**config.mk**
```make
export PLATFORM = sky130hd
export DESIGN_NAME = gpio_bank
export DESIGN_NICKNAME = d
export VERILOG_FILES = /design/src/rtl/gpio_bank_pkg.sv /design/src/rtl/gpio_bank_ctrl.sv /design/src/rtl/gpio_bank_dp.sv /design/src/rtl/gpio_bank.sv
export SDC_FILE = /design/constraint.sdc
export NUM_CORES = 1
export LEC_CHECK = 0
export BUFFER_PORTS_ARGS = -buffer_cell sky130_fd_sc_hd__buf_2
export CELL_PAD_IN_SITES_DETAIL_PLACEMENT = 1
export CELL_PAD_IN_SITES_GLOBAL_PLACEMENT = 1
export CORE_MARGIN = 10
export CORE_UTILIZATION = 39
export DETAILED_ROUTE_END_ITERATION = 16
export PLACE_DENSITY = 0.78
export SYNTH_ARGS = -nofsm -noshare
export SYNTH_HDL_FRONTEND = slang
export SYNTH_HIERARCHICAL = 1
export SYNTH_SLANG_ARGS = --single-unit
export TNS_END_PERCENT = 100
```
**constraint.sdc**
```tcl
create_clock -name clk -period 2.05 [get_ports clk]
set_input_delay 0.205 -clock clk [delete_from_list [all_inputs] [get_ports clk]]
set_output_delay 0.205 -clock clk [all_outputs]
set_load 0.01 [all_outputs]
```
**src/rtl/gpio_bank_pkg.sv**
```systemverilog
package gpio_bank_pkg;
  localparam int PINS = 32;
  localparam int DATA_W = 32;
  localparam int LANES = 4;
  localparam int LANE_W = DATA_W / LANES;
  localparam int ALIAS_WORDS = PINS / LANES;
  localparam int ALIAS_IDX_W = $clog2(ALIAS_WORDS);
  localparam int LANE_IDX_W = $clog2(LANES);

  localparam logic [7:0] OFF_DATA = 8'h80;
  localparam logic [7:0] OFF_SET  = 8'h90;
  localparam logic [7:0] OFF_CLR  = 8'hA0;
  localparam logic [7:0] OFF_TGL  = 8'hB0;
  localparam logic [7:0] OFF_IN   = 8'hC0;
  localparam logic [7:0] OFF_OE   = 8'hD0;
  localparam logic [7:0] OFF_EVT  = 8'hE0;

  typedef enum logic [2:0] {
    RD_ZERO, RD_ALIAS, RD_DATA, RD_IN, RD_OE, RD_EVT
  } rdSel_e;

  typedef struct packed {
    logic wrAlias;
    logic wrData;
    logic wrSet;
    logic wrClr;
    logic wrTgl;
    logic wrOe;
    logic wrEvt;
    logic [ALIAS_IDX_W-1:0] aliasIdx;
    rdSel_e rdSel;
  } strobes_t;
endpackage

```
**src/rtl/gpio_bank_ctrl.sv**
```systemverilog
module gpio_bank_ctrl
  import gpio_bank_pkg::*;
#(
  parameter int ADDR_W = 8
) (
  input  logic [ADDR_W-1:0] busAddr,
  input  logic              busWe,
  output strobes_t          strobes
);
  localparam int ALIAS_SPAN_W = ALIAS_IDX_W + 2;

  logic isAlias;
  logic [7:0] offset;

  assign offset = 8'(busAddr);
  assign isAlias = (busAddr[ADDR_W-1:ALIAS_SPAN_W] == '0) && (busAddr[1:0] == 2'b00);

  always_comb begin
    strobes = '0;
    strobes.rdSel = RD_ZERO;
    strobes.aliasIdx = busAddr[ALIAS_SPAN_W-1:2];
    if (isAlias) begin
      strobes.wrAlias = busWe;
      strobes.rdSel = RD_ALIAS;
    end else begin
      unique case (offset)
        OFF_DATA: begin strobes.wrData = busWe; strobes.rdSel = RD_DATA; end
        OFF_SET:  strobes.wrSet = busWe;
        OFF_CLR:  strobes.wrClr = busWe;
        OFF_TGL:  strobes.wrTgl = busWe;
        OFF_IN:   strobes.rdSel = RD_IN;
        OFF_OE:   begin strobes.wrOe = busWe; strobes.rdSel = RD_OE; end
        OFF_EVT:  begin strobes.wrEvt = busWe; strobes.rdSel = RD_EVT; end
        default:  strobes.rdSel = RD_ZERO;
      endcase
    end
  end
endmodule

```
**src/rtl/gpio_bank_dp.sv**
```systemverilog
module gpio_bank_dp
  import gpio_bank_pkg::*;
(
  input  logic              clk,
  input  logic              rstN,
  input  strobes_t          strobes,
  input  logic [DATA_W-1:0] busWdata,
  output logic [DATA_W-1:0] busRdata,
  input  logic [PINS-1:0]   padIn,
  input  logic [PINS-1:0]   evtPulse,
  output logic [PINS-1:0]   outData,
  output logic [PINS-1:0]   oeReg,
  output logic [PINS-1:0]   evtReg
);
  logic [PINS-1:0] syncA, syncB, inReg;
  logic [PINS-1:0] nextData;
  logic [PINS-1:0] evtClr;
  logic [DATA_W-1:0] aliasView;

  // Next output data from the one write form active this cycle
  always_comb begin
    nextData = outData;
    if (strobes.wrData) nextData = busWdata[PINS-1:0];
    else if (strobes.wrSet) nextData = outData | busWdata[PINS-1:0];
    else if (strobes.wrClr) nextData = outData & ~busWdata[PINS-1:0];
    else if (strobes.wrTgl) nextData = outData ^ busWdata[PINS-1:0];
    else if (strobes.wrAlias) begin
      for (int j = 0; j < LANES; j++)
        nextData[{strobes.aliasIdx, LANE_IDX_W'(j)}] = busWdata[j*LANE_W];
    end
  end

  // Alias read view: one pin at the bottom of each byte lane
  always_comb begin
    aliasView = '0;
    for (int j = 0; j < LANES; j++)
      aliasView[j*LANE_W] = outData[{strobes.aliasIdx, LANE_IDX_W'(j)}];
  end

  assign evtClr = strobes.wrEvt ? busWdata[PINS-1:0] : '0;

  always_ff @(posedge clk or negedge rstN) begin
    if (!rstN) begin
      syncA   <= '0;
      syncB   <= '0;
      inReg   <= '0;
      outData <= '0;
      oeReg   <= '0;
      evtReg  <= '0;
    end else begin
      syncA   <= padIn;
      syncB   <= syncA;
      inReg   <= syncB;
      outData <= nextData;
      if (strobes.wrOe) oeReg <= busWdata[PINS-1:0];
      evtReg  <= (evtReg & ~evtClr) | evtPulse;  // new event beats clear
    end
  end

  always_comb begin
    unique case (strobes.rdSel)
      RD_ALIAS: busRdata = aliasView;
      RD_DATA:  busRdata = DATA_W'(outData);
      RD_IN:    busRdata = DATA_W'(inReg);
      RD_OE:    busRdata = DATA_W'(oeReg);
      RD_EVT:   busRdata = DATA_W'(evtReg);
      default:  busRdata = '0;
    endcase
  end
endmodule

```
**src/rtl/gpio_bank.sv**
```systemverilog
module gpio_bank
  import gpio_bank_pkg::*;
#(
  parameter int ADDR_W = 8
) (
  input  logic              clk,
  input  logic              rstN,
  input  logic [ADDR_W-1:0] busAddr,
  input  logic              busWe,
  input  logic [31:0]       busWdata,
  output logic [31:0]       busRdata,
  input  logic [31:0]       padIn,
  input  logic [31:0]       evtPulse,
  output logic [31:0]       padOut,
  output logic [31:0]       padOe
);
  strobes_t strobes;
  logic [PINS-1:0] outData, oeReg, evtReg;

  gpio_bank_ctrl #(.ADDR_W(ADDR_W)) u_ctrl (
    .busAddr(busAddr), .busWe(busWe), .strobes(strobes)
  );

  gpio_bank_dp u_dp (
    .clk(clk), .rstN(rstN), .strobes(strobes), .busWdata(busWdata),
    .busRdata(busRdata), .padIn(padIn), .evtPulse(evtPulse),
    .outData(outData), .oeReg(oeReg), .evtReg(evtReg)
  );

  assign padOe  = oeReg;
  assign padOut = outData & oeReg;
endmodule

```
==> results by stage, run 1 <==
Place:
- The number of buffer cells added on primary ports is 202.
- The final estimated routing congestion in global placement is 0.868.
- Detailed placement ended at an HPWL of 23.8 mm.

Synthesis:
- The post-synthesis async set-or-reset flop share is 1.00.
- Yosys mapped the design onto 51 distinct sky130hd cell types.
- The area fraction of the dominant cell type after synthesis is 0.493.
- In this run the mean area of a mapped cell was 10.5 µm².
- In the synthesized netlist the dominant register cell turns out to be dfrtp_1.
- The number of nets handed over by synthesis was 1100.
- The area of the mapped netlist is 0.00974 mm².
- The instance count of the mapped netlist is 929.
- Of the synthesized area, sequential elements account for 0.493.
- The register bit total from synthesis is 192.
- The most repeated cell in the gate-level netlist after synthesis is dfrtp_1.
- The library cell occupying the most area in the post-synthesis netlist is dfrtp_1.
- In the post-synthesis netlist, the biggest area contributors are dfrtp_1 49%, ha_1 8.2%, inv_1 5.0%.
- The Yosys warning count is 6.
- After synthesis, the most frequently instantiated cells are 192 x dfrtp_1, 131 x inv_1, 68 x nand2_1, 64 x a22oi_1, 64 x ha_1.
- Yosys mapped a number of flops with a built-in enable equal to 0.

Global route:
- Global routing finished with a remaining overflow of 0.
- The via count of the first global-routing pass came to 9645.
- The initial antenna violation count is 3.
- The largest net degree at the start of global routing is 66.
- The overall global routing resource usage is 0.215.
- The global-route wire length before repair is 53.6 mm.

Final layout:
- The core utilization of the finished layout is 0.544.
- Of the cells placed in the final design, the portion with a size suffix greater than 1 is 0.327.
- From synthesis to final layout, the design area changed by 36.7%.
- The filler cells instantiated in the layout total 2647.
- The net count of the finished layout is 1409.

Routing:
- The first detailed-routing pass took 5 iterations.
- The mean number of vias per cell is 5.48.
- The count of antenna-violating nets left after detailed routing is 0.
- For this run, design rule violations remaining after detail routing come to 0.
- The average wire length per cell after detail routing is 22.3 µm.
- The iteration-0 DRC count of the detailed router is 639.
- The wire length reported by the detailed router is 35.2 mm.
- The via count is 8662.

Timing:
- The count of pins over their slew limit is 0.
- Setup repair after global routing could not meet its margin everywhere.
- Static timing analysis puts the maximum clock frequency at 425 MHz.
- The final clock period utilization by the worst path is 1.15.
- The number of hold-slack violations in the final timing report is 0.
- Hold is met by 0.0510 ns.
- For the pin with the worst max-slew slack, the measured transition is 0.529 ns.
- The shortest period the worst path allows is 2.35 ns.
- The worst pin sits at a relative slew slack of 0.647.
- Setup violations remaining at the end of the flow were counted as 32.
- Clock skew on the completed layout was measured at 0.00669 ns.
- Across all setup checks in the final design, the least slack found is -0.301 ns.

Die:
- In this run the standard cell core region covers 0.0245 mm².
- Measured along the y axis, the die boundary spans 178 µm.
- For this design the top-level I/O count stands at 203.
- The row count is 57.
- The full die area is 0.0317 mm².
- The x dimension of the die is 178 µm.
- The initial utilization of the core area, before any placement, comes to 0.398.

Worst hold path:
- The worst hold path class is in2reg.

Job:
- The reported max-cap violation count is 0.

Clocking:
- Clock-pin slew was measured on the worst setup and hold paths at 0.08 ns.
- TritonCTS built the clock tree.
- The clock drives 192 sinks.
- The clock latency reported for the late side of the worst-skew pair is 0.43 ns.
- The number of levels the H-tree was split into is 4.
- The clock passes through at most 2 buffers.
- The clock tree root buffer cell is clkbuf_16.
- The number of buffers inserted during clock tree synthesis is 17.

Worst setup path:
- The critical path data arrival time is 2.15 ns.
- The kind of cell with the highest combined delay on the critical path is simple AND/OR/NAND/NOR gates.
- The type of element launching the critical path is an input pin.
- The count of buffer and inverter cells on the critical path is 3.
- The classification of the worst setup path is in2out.
- The cell with the largest stage delay on the worst path is nor4_4.
- Along the worst path, the maximum fanout reaches 7.
- The most numerous cell type found on the critical path is buf_6.
- For this run, the slowest stage of the critical path takes 0.39 ns.
- STA classifies the critical path endpoint as an output pin.
- STA puts the critical path data required time at 1.85 ns.
- The signal on the critical path passes through buf_8 -> nor4_4 -> nand2b_2 -> nor3b_2 -> buf_6 -> nor2b_4 -> a22oi_1 -> a21oi_1 -> or3_4 -> buf_6.

Power and ir drop:
- Overall power consumption after layout is estimated at 9.47 mW.
- IR analysis of the VDD net gives a maximum drop of 376 µV.
- Power spread over the standard cell area amounts to 711 mW/mm².
- In this run the static leakage power is 6.31 nW.

Status:
- The flow ran to the end, but the final reports show violations.
- The checks that failed: negative setup slack.
[worst register-to-register path: stages, from the launching register on]
cell and delay [ns]:
dfrtp_1 0.49, inv_1 0.12, ha_1 0.28, a21oi_1 0.17
o21ai_0 0.14, a221oi_1 0.33, o22ai_1 0.17
[flip-flops by register name, indices dropped and copies added (netlist names)]
register      flops
u_dp/outData     32
u_dp/oeReg       32
u_dp/inReg       32
u_dp/evtReg      32
u_dp/syncA       32
u_dp/syncB       32
[where the power goes]
group	internal [mW]	switching, mW
logic	0.684	0.834
registers	4.09	0.448
clock network	1.83	1.59
total	6.61	2.87
[kinds of logic (layout without fill, tap and decap cells)]
logic type	count (synthesis)	in the layout	synth area share
AOI/OAI and AO/OA	295	295	0.216
DFF	192	192	0.493
buffers and inverters	189	511	0.0773
and+or+nand+nor	149	149	0.0843
adders and majority gates	64	64	0.0822
muxes	39	39	0.0455
xor gates and xnor gates	1	1	0.000899
other	0	5	0
[layout by cell type (no fill, tap or decap), drive strengths merged, types with 3 or more instances in the layout]
cell	Yosys	final
o22ai	33	33
dfrtp	192	192
nand2	68	68
nor2	5	5
mux2	32	32
dlygate4sd3	0	65
inv	132	136
diode	0	5
and2	33	33
a21oi	41	41
nand2b	6	6
nor2b	6	6
nor3	4	4
ha	64	64
mux2i	6	6
a211o	24	24
and3b	3	3
nor4	3	3
nor3b	7	7
o21ai	21	21
a22oi	64	64
buf	24	280
a21o	38	38
nand3b	5	5
a31oi	26	26
nand3	3	3
clkbuf	33	22
a221oi	36	36
clkinv	0	7
[per-stage QoR]
stage | cells | cell area (µm²) | setup slack [ns] | setup TNS (ns)
after floorplan | 929 | 9750 | -0.0762 | -1.52
after CTS | 1570 | 13100 | -0.197 | -4.50
after global routing | 1578 | 13300 | -0.385 | -10.22
after detailed placement | 1467 | 11600 | -0.588 | -19.73
after global placement | 1467 | 11600 | -0.438 | -14.17
final | 1580 | 13300 | -0.301 | -7.11
[area by class of cell]
type / instances / area [µm²] / share of cell area
Tap cell: 324 / 405 / 0.0304
Multi-Input combinational cell: 548 / 4450 / 0.334
Clock buffer: 20 / 467 / 0.0350
Antenna cell: 5 / 12.5 / 0.000939
Inverter: 132 / 495 / 0.0372
Clock inverter: 12 / 146 / 0.0110
Sequential cell: 192 / 4800 / 0.361
Timing Repair Buffer: 347 / 2540 / 0.191
[what timing repair did]
action | in CTS | in global routing
setup buffers | 7 | 6
gates cloned | 0 | 1
pin swaps | 15 | 16
endpoints found under the hold margin | 124 | 0
resized for setup | 55 | 28
hold buffers | 65 | 0
endpoints found under the setup margin | 32 | 44
[path summary, 6_finish.rpt]
kind                            slack (ns)  depth (start not counted)                to              from
worst min register to register        0.35                          0    u_dp/inReg[30]    u_dp/syncB[30]
worst min-delay path                  0.05                          2    u_dp/oeReg[13]      busWdata[13]
worst max-delay path                 -0.30                         10       busRdata[8]        busAddr[2]
worst max register to register        0.22                          6  u_dp/outData[24]  u_dp/outData[24]
max in group asynchronous             1.04                          3  u_dp/outData[31]              rstN
min in group asynchronous             0.31                          2    u_dp/syncA[19]              rstN
[layer usage]
layer  wire [µm]  vias to the layer above  global-route usage  part of all wire
li1            -                     3915                   -                 -
met1       14100                     4437               0.250              0.40
met2       18400                      260               0.385              0.52
met3        2010                       50              0.0497             0.057
met4         680                        0              0.0667             0.019
met5           0                        -                   0                 0
Power figures use the tool's default switching activity.
==> run 2: changes to the inputs <==
--- a/constraint.sdc
+++ b/constraint.sdc
@@ -3,2 +3,2 @@
 set_output_delay 0.205 -clock clk [all_outputs]
-set_load 0.01 [all_outputs]
+set_load 0.02 [all_outputs]
==> run 2 against run 1 <==
Effect of this change:
- the run still ends with negative setup slack left
- sequential share of layout area decreased by 1.0 points
- fmax grew 0.87%
- flip-flop and latch count unchanged
- utilization increased by 1.6 points
- wire length up 5.1%
- clock skew up 0.0018 ns
- clock power shrank 4%
- cell area rose by 3.0%
- via count up 2.9%
==> results by stage, run 2 (same netlist as run 1, synthesis figures left out) <==
Routing:
- In this run, the number of DRC markers left after iteration 0 of detailed routing was 704.
- The first TritonRoute pass finished after 5 iterations.
- The via count is 8910.
- Dividing the detail-routed via count by the number of cells gives 5.64.
- The average wire length per cell after detail routing is 23.4 µm.
- Summed over all layers, the routed wires come to 37.0 mm.
- For this run, design rule violations remaining after detail routing come to 0.
- The count of antenna-violating nets left after detailed routing is 0.

Clocking:
- The CTS tree is built.
- The number of buffers inserted during clock tree synthesis is 17.
- The buffer levels on the longest clock path is 2.
- CTS saw 192 sinks.
- The clock slew at the register clock pins of the worst setup and hold paths is 0.08 ns.
- The tree is rooted in a clkbuf_16.
- For the worst-skew pair, the clock arrives at the later sink with an insertion delay of 0.44 ns.
- The H-tree was split into 4 levels.

Global route:
- The largest net degree at the start of global routing is 56.
- The via count of the first global-routing pass was 9929.
- For this run, global-route usage on met1 was measured as 0.257.
- The global-route layer with the greatest usage is met2.
- The initial antenna violation count is 2.
- The first global-routing pass estimated 56.3 mm of wire.
- In the global route stage, met2 resource usage came out at 0.409.
- The leftover overflow at the end of global routing is 0.
- For met3 alone, demand over resource in global routing was 0.0522.
- In the global route stage, overall resource usage came out at 0.228.

Timing:
- At the pin with the least slew margin, the transition time is 0.504 ns.
- Dividing the final minimum period by the clock period gives 1.14.
- The maximum clock skew at final layout is 0.00848 ns.
- The shortest period the worst path allows is 2.33 ns.
- The worst hold slack after final layout is 0.0598 ns.
- The setup slack after layout is -0.281 ns.
- Derived from the worst setup path, the maximum achievable clock frequency is 429 MHz.
- The count of pins over their slew limit is 0.
- The setup violation total in the final timing report is 34.
- Setup repair after global routing could not meet its margin everywhere.
- The number of hold-slack violations in the final timing report is 0.
- The headroom to the max-slew limit is 0.664.

Worst setup path:
- The startpoint identified for the worst register-to-register timing path is u_dp/outData[12].
- The endpoint class of the critical path is an output pin.
- Data on the critical path is required at its endpoint by 1.85 ns.
- In this run the register-to-register setup slack is 0.27 ns.
- The worst register-to-register path ends at u_dp/outData[12].
- For this design, the slowest cell found on the critical path is nor4_4.
- The critical path data arrival time is 2.13 ns.
- The classification of the worst setup path is in2out.
- The critical path goes through buf_8 -> nor4_4 -> nand2b_4 -> nor3b_4 -> buf_6 -> nor2b_4 -> a221oi_2 -> a21oi_2 -> or3_4 -> buf_6.
- The number of cell instances on the worst register-to-register path is 6.
- The cell with the most instances on the worst path is buf_6.
- The worst stage delay on the critical path is 0.38 ns.
- The worst setup path is launched from an input pin.
- Along the worst path, the maximum fanout reaches 5.

Die:
- The die boundary height is 178 µm.
- The full die area is 0.0317 mm².
- The row count is 57.
- The I/O pin count is 203.
- The x dimension of the die is 178 µm.
- The floorplan core area is 0.0245 mm².
- For this configuration, the core starts out at a cell density of 0.398.

Power and ir drop:
- IR analysis of the VDD net gives a maximum drop of 580 µV.
- Summed over all cells, the static leakage comes to 6.37 nW.
- The power per cell area is 694 mW/mm².
- In this run the power spent charging and discharging nets is 3.05 mW.
- The proportion of power drawn by combinational gates is 0.171.
- Of the total power, the share spent switching nets is 0.320.
- The part of the total power dissipated in the clock network is 0.346.
- The share of total power dissipated in sequential elements is 0.483.
- The internal power of the cells totals 6.47 mW.

Status:
- The run finished, with violations left.
- The checks that failed: negative setup slack.

Worst hold path:
- The number of cells on the worst hold path is 2.
- The critical hold path startpoint is busWdata[18].
- The endpoint of the worst hold-timing path is u_dp/oeReg[18].
- The worst hold path class is in2reg.

Final layout:
- The number of inserted diodes is 0.
- The most common library cell in the layout ignoring fill and taps is dfrtp_1.
- The core utilization of the finished layout is 0.561.
- The layout cell share with drive strength beyond 1 is 0.362.
- Leaving out fill and tap cells, the most frequent cells in the layout are 190 x dfrtp_1, 167 x buf_2, 131 x inv_1, 65 x dlygate4sd3_1, 64 x ha_1.
- For this run, the post-layout net count is 1415.
- The synthesis-to-layout area growth is 40.8%.
- The final-layout fill cell count is 2627.

Place:
- In this run the tool buffered the top-level ports with 202 buffer cells.
- The congestion estimate from routability-driven global placement came to 0.848.
- The post-detailed-placement half-perimeter wirelength is 24.7 mm.

Job:
- The tool flagged a number of max-cap violations equal to 0.
run 2: cell types whose count changed in the layout (fill, tap and decap cells not counted), moves of 3 or more:
cell,change
nand2_2,+11
a21o_2,+3
a22oi_1,-24
a22oi_2,+24
buf_8,-3
nand2_1,-11
buf_6,+24
a21o_1,-3
buf_12,+6
diode_2,-5
buf_2,-22
run 2: stage by stage:
step	area (µm²)	setup TNS, ns	worst slack [ns]	total power [mW]	instances
2_1_floorplan	9810	-0.0458	-0.0107	5.19	929
3_3_place_gp	11700	-14.09	-0.303	5.93	1473
3_5_place_dp	11700	-20.82	-0.392	6.03	1473
4_1_cts	13500	-5.08	-0.213	9.49	1579
5_1_grt	13700	-10.36	-0.349	9.96	1581
6_report	13700	-6.86	-0.281	9.51	1581
run 2: what timing repair did:
action,4_1_cts,5_1_grt
hold buffers,65,0
setup endpoints to repair,33,35
gates cloned,2,0
setup buffers,8,2
resized for setup,122,41
endpoints found under the hold margin,113,0
pin swaps,26,13
run 2: cell type report:
type / instances / area, µm² / area share
Sequential cell: 192 / 4810 / 0.350
Tap cell: 324 / 405 / 0.0296
Inverter: 132 / 495 / 0.0361
Clock inverter: 13 / 119 / 0.00867
Multi-Input combinational cell: 548 / 4630 / 0.338
Clock buffer: 19 / 453 / 0.0330
Timing Repair Buffer: 353 / 2810 / 0.205
run 2: power by group through the flow:
stage	clock network [mW]	logic (mW)	registers, mW
global route	3.51	1.81	4.64
detailed placement	0	1.40	4.63
finish	3.29	1.63	4.60
CTS	3.35	1.56	4.59
global placement	0	1.32	4.61
floorplan	0	0.756	4.44
run 2: metal layers:
| metal | vias to the layer above | part of all wire |
|---|---|---|
| li1 | 3911 | - |
| met1 | 4541 | 0.38 |
| met2 | 382 | 0.52 |
| met3 | 72 | 0.069 |
| met4 | 4 | 0.028 |
| met5 | - | 0.00084 |
run 2: worst max-delay path by stage:
stage / startpoint / endpoint / slack, ns
5_1_grt: busAddr[0] / busRdata[17] / -0.35
3_3_place_gp: busAddr[3] / busRdata[8] / -0.30
2_1_floorplan: busAddr[3] / u_dp/outData[25] / -0.01
4_1_cts: busAddr[0] / busRdata[8] / -0.21
6_report: busAddr[0] / busRdata[8] / -0.28
3_5_place_dp: busAddr[3] / busRdata[8] / -0.39
run 2: critical path, delay by kind of cell:
| family | cells | cell delay, ns |
|---|---|---|
| AO/OA/AOI/OAI | 2 | 0.37 |
| buffers and inverters | 3 | 0.39 |
| AND/OR/NAND/NOR | 5 | 1.14 |
==> run 3: changes to the inputs <==
CORE_UTILIZATION = 40   (was 39)
CTS_BUF_LIST = sky130_fd_sc_hd__clkbuf_2 sky130_fd_sc_hd__clkbuf_4 sky130_fd_sc_hd__clkbuf_8   (was not set)
PLACE_DENSITY = 0.8   (was 0.78)
==> run 3 against run 2 <==
Effect of this change:
- clock-buffer cell count grew 2
- worst setup slack worse by 0.18 ns
- sequential share of layout area is essentially flat
- highest routed layer unchanged
- the run still ends with negative setup slack left
- largest power group unchanged
- clock skew up 0.0027 ns
==> results by stage, run 3 (same netlist as run 1, synthesis figures left out) <==
Timing:
- Setup repair after global routing could not meet its margin everywhere.
- The final clock period utilization by the worst path is 1.22.
- The worst hold slack after final layout is 0.0266 ns.
- The shortest period the worst path allows is 2.51 ns.
- The setup slack after layout is -0.458 ns.
- Derived from the worst setup path, the maximum achievable clock frequency is 399 MHz.
- The count of pins over their slew limit is 0.
- The headroom to the max-slew limit is 0.585.
- Setup violations remaining at the end of the flow were counted as 64.
- Clock skew on the completed layout was measured at 0.0112 ns.
- At the pin with the least slew margin, the transition time is 0.621 ns.
- The number of hold-slack violations in the final timing report is 0.

Routing:
- Wires add up to 40.4 mm.
- After detailed routing, the number of remaining DRC violations is 0.
- After the first detailed-routing iteration, the DRC count stood at 898.
- Once detail routing completed, the nets flagged for antenna violations numbered 0.
- The number of search-and-repair iterations in the first detailed-routing pass is 5.
- The routed layout has 9273 vias.
- The mean number of vias per cell is 5.82.
- Dividing the detail-routed wire length by the instance count gives 25.4 µm.

Final layout:
- The most common library cell in the layout ignoring fill and taps is dfrtp_1.
- The final-layout fill cell count is 2671.
- The synthesis-to-layout area growth is 40.6%.
- In the final layout, the share of cells above drive strength 1 is 0.364.
- The top cell types in the final layout, fill and taps aside, are 190 x dfrtp_1, 167 x buf_2, 131 x inv_1, 70 x dlygate4sd3_1, 64 x ha_1.
- In the final layout, the multi-input gates occupy 0.00461 mm².
- Summing all flip-flop and latch instances after layout gives 0.00481 mm².
- The core utilization of the finished layout is 0.568.
- For this run, the post-layout net count is 1427.

Die:
- The row count is 57.
- In this run the vertical extent of the chip is 176 µm.
- The starting density of the core is 0.404.
- The full die area is 0.0310 mm².
- The x dimension of the die is 176 µm.
- The I/O pin count is 203.
- After floorplanning, the core was sized to cover 0.0241 mm².

Clocking:
- The number of levels the H-tree was split into is 4.
- Clock-pin slew was measured on the worst setup and hold paths at 0.11 ns.
- TritonCTS built the clock tree.
- The number of clock buffers added by TritonCTS is 17.
- For this design, the sink count on the clock tree is 192.
- The clock tree root buffer cell is clkbuf_8.
- The clock latency reported for the late side of the worst-skew pair is 0.47 ns.
- The buffer levels on the longest clock path is 2.

Status:
- The checks that failed: negative setup slack.
- The flow ran to the end, but the final reports show violations.

Place:
- The final estimated routing congestion in global placement is 0.844.
- The number of buffer cells added on primary ports is 202.
- The post-detailed-placement half-perimeter wirelength is 24.5 mm.

Power and ir drop:
- The leakage dissipation is 6.35 nW.
- Power spread over the standard cell area amounts to 643 mW/mm².
- The worst-case IR drop observed on VDD is 363 µV.
- The total power is 8.81 mW.

Global route:
- For this run, the total global-route usage over all layers was measured as 0.235.
- The initial antenna violation count is 2.
- Entering global routing, the biggest net connects 51 pins.
- The leftover overflow at the end of global routing is 0.
- The first global-routing pass estimated 56.9 mm of wire.
- The via count of the first global-routing pass is 9938.

Worst setup path:
- The slowest stage of the critical path belongs to the cell nor4_4.
- The classification of the worst setup path is in2out.
- Along the worst path, the maximum fanout reaches 7.
- The worst register-to-register path has a depth of 5.
- For this run, the slowest stage of the critical path takes 0.43 ns.
- The worst setup path is captured at an output pin.
- The cell with the most instances on the worst path is buf_6.
- The critical path goes through buf_8 -> nor4_4 -> nand2b_4 -> nor3b_4 -> buf_6 -> nor3b_4 -> buf_6 -> buf_12 -> a22oi_2 -> nand2_1 -> buf_6.
- The critical path data arrival time is 2.30 ns.
- The type of element launching the critical path is an input pin.
- The required arrival time at the worst endpoint is 1.85 ns.

Job:
- The reported max-cap violation count is 0.

Worst hold path:
- The min-delay analysis places its worst path in the category in2reg.
- The worst hold path was traced through 2 stages.
-- run 3: cell count changes in the layout (fill, tap and decap cells not counted), sizes merged --
cell,before,now
buf,287,292
bufinv,0,1
clkbuf,20,24
diode,0,1
inv,138,137
dlygate4sd3,65,70
clkinvlp,1,4
clkinv,6,1
-- run 3: path summary, 6_finish.rpt --
check / startpoint / to / slack (ns)
max: busAddr[2] / busRdata[2] / -0.46
min: busWdata[26] / u_dp/oeReg[26] / 0.03
max reg2reg: u_dp/outData[0] / u_dp/outData[0] / 0.18
min reg2reg: u_dp/syncA[12] / u_dp/syncB[12] / 0.35
max in group asynchronous: rstN / u_dp/outData[6] / 1.11
min in group asynchronous: rstN / u_dp/syncA[6] / 0.23
-- run 3: final cells by class --
cell class	count	area share
flip-flops and latches	192	0.351
multi-input cells	548	0.337
clock inverters	11	0.00895
repair buffers	365	0.217
clock buffers	21	0.0202
diodes	1	0.000183
inverters	132	0.0362
well taps	324	0.0296
-- run 3: through the flow --
step	setup TNS, ns	instance area [µm²]	worst slack, ns	cells
final	-14.94	13700	-0.458	1594
after global routing	-18.52	13700	-0.530	1593
after CTS	-6.92	13300	-0.309	1582
after detailed placement	-18.02	11700	-0.363	1471
after global placement	-13.52	11700	-0.300	1471
after floorplan	-0.0458	9810	-0.0107	929
-- run 3: what timing repair did --
item | CTS | global route
endpoints found under the setup margin | 32 | 53
hold buffers | 68 | 2
pin swaps | 9 | 27
gates resized for setup | 94 | 71
hold endpoints to repair | 111 | 2
gates cloned | 2 | 2
setup buffers | 9 | 7
-- run 3: critical path, delay by kind of cell --
family / cells / cell delay [ns]
and+or+nand+nor: 5 / 1.26
buffers and inverters: 5 / 0.73
AOI/OAI and AO/OA: 1 / 0.10
-- run 3: report_power, final --
group	total, mW	internal (mW)	switching [mW]
Combinational	1.65	0.709	0.937
Sequential	4.61	4.09	0.517
Clock	2.56	1.09	1.47
-- run 3: layer usage --
layer  GRT usage  vias to the layer above  wire (µm)  share of wire
met5           0                        -         13        0.00032
met1       0.263                     4724      15000           0.37
met4      0.0767                        2       1470          0.036
met2       0.432                      492      21200           0.52
li1            -                     3938          -              -
met3      0.0508                      117       2760          0.068
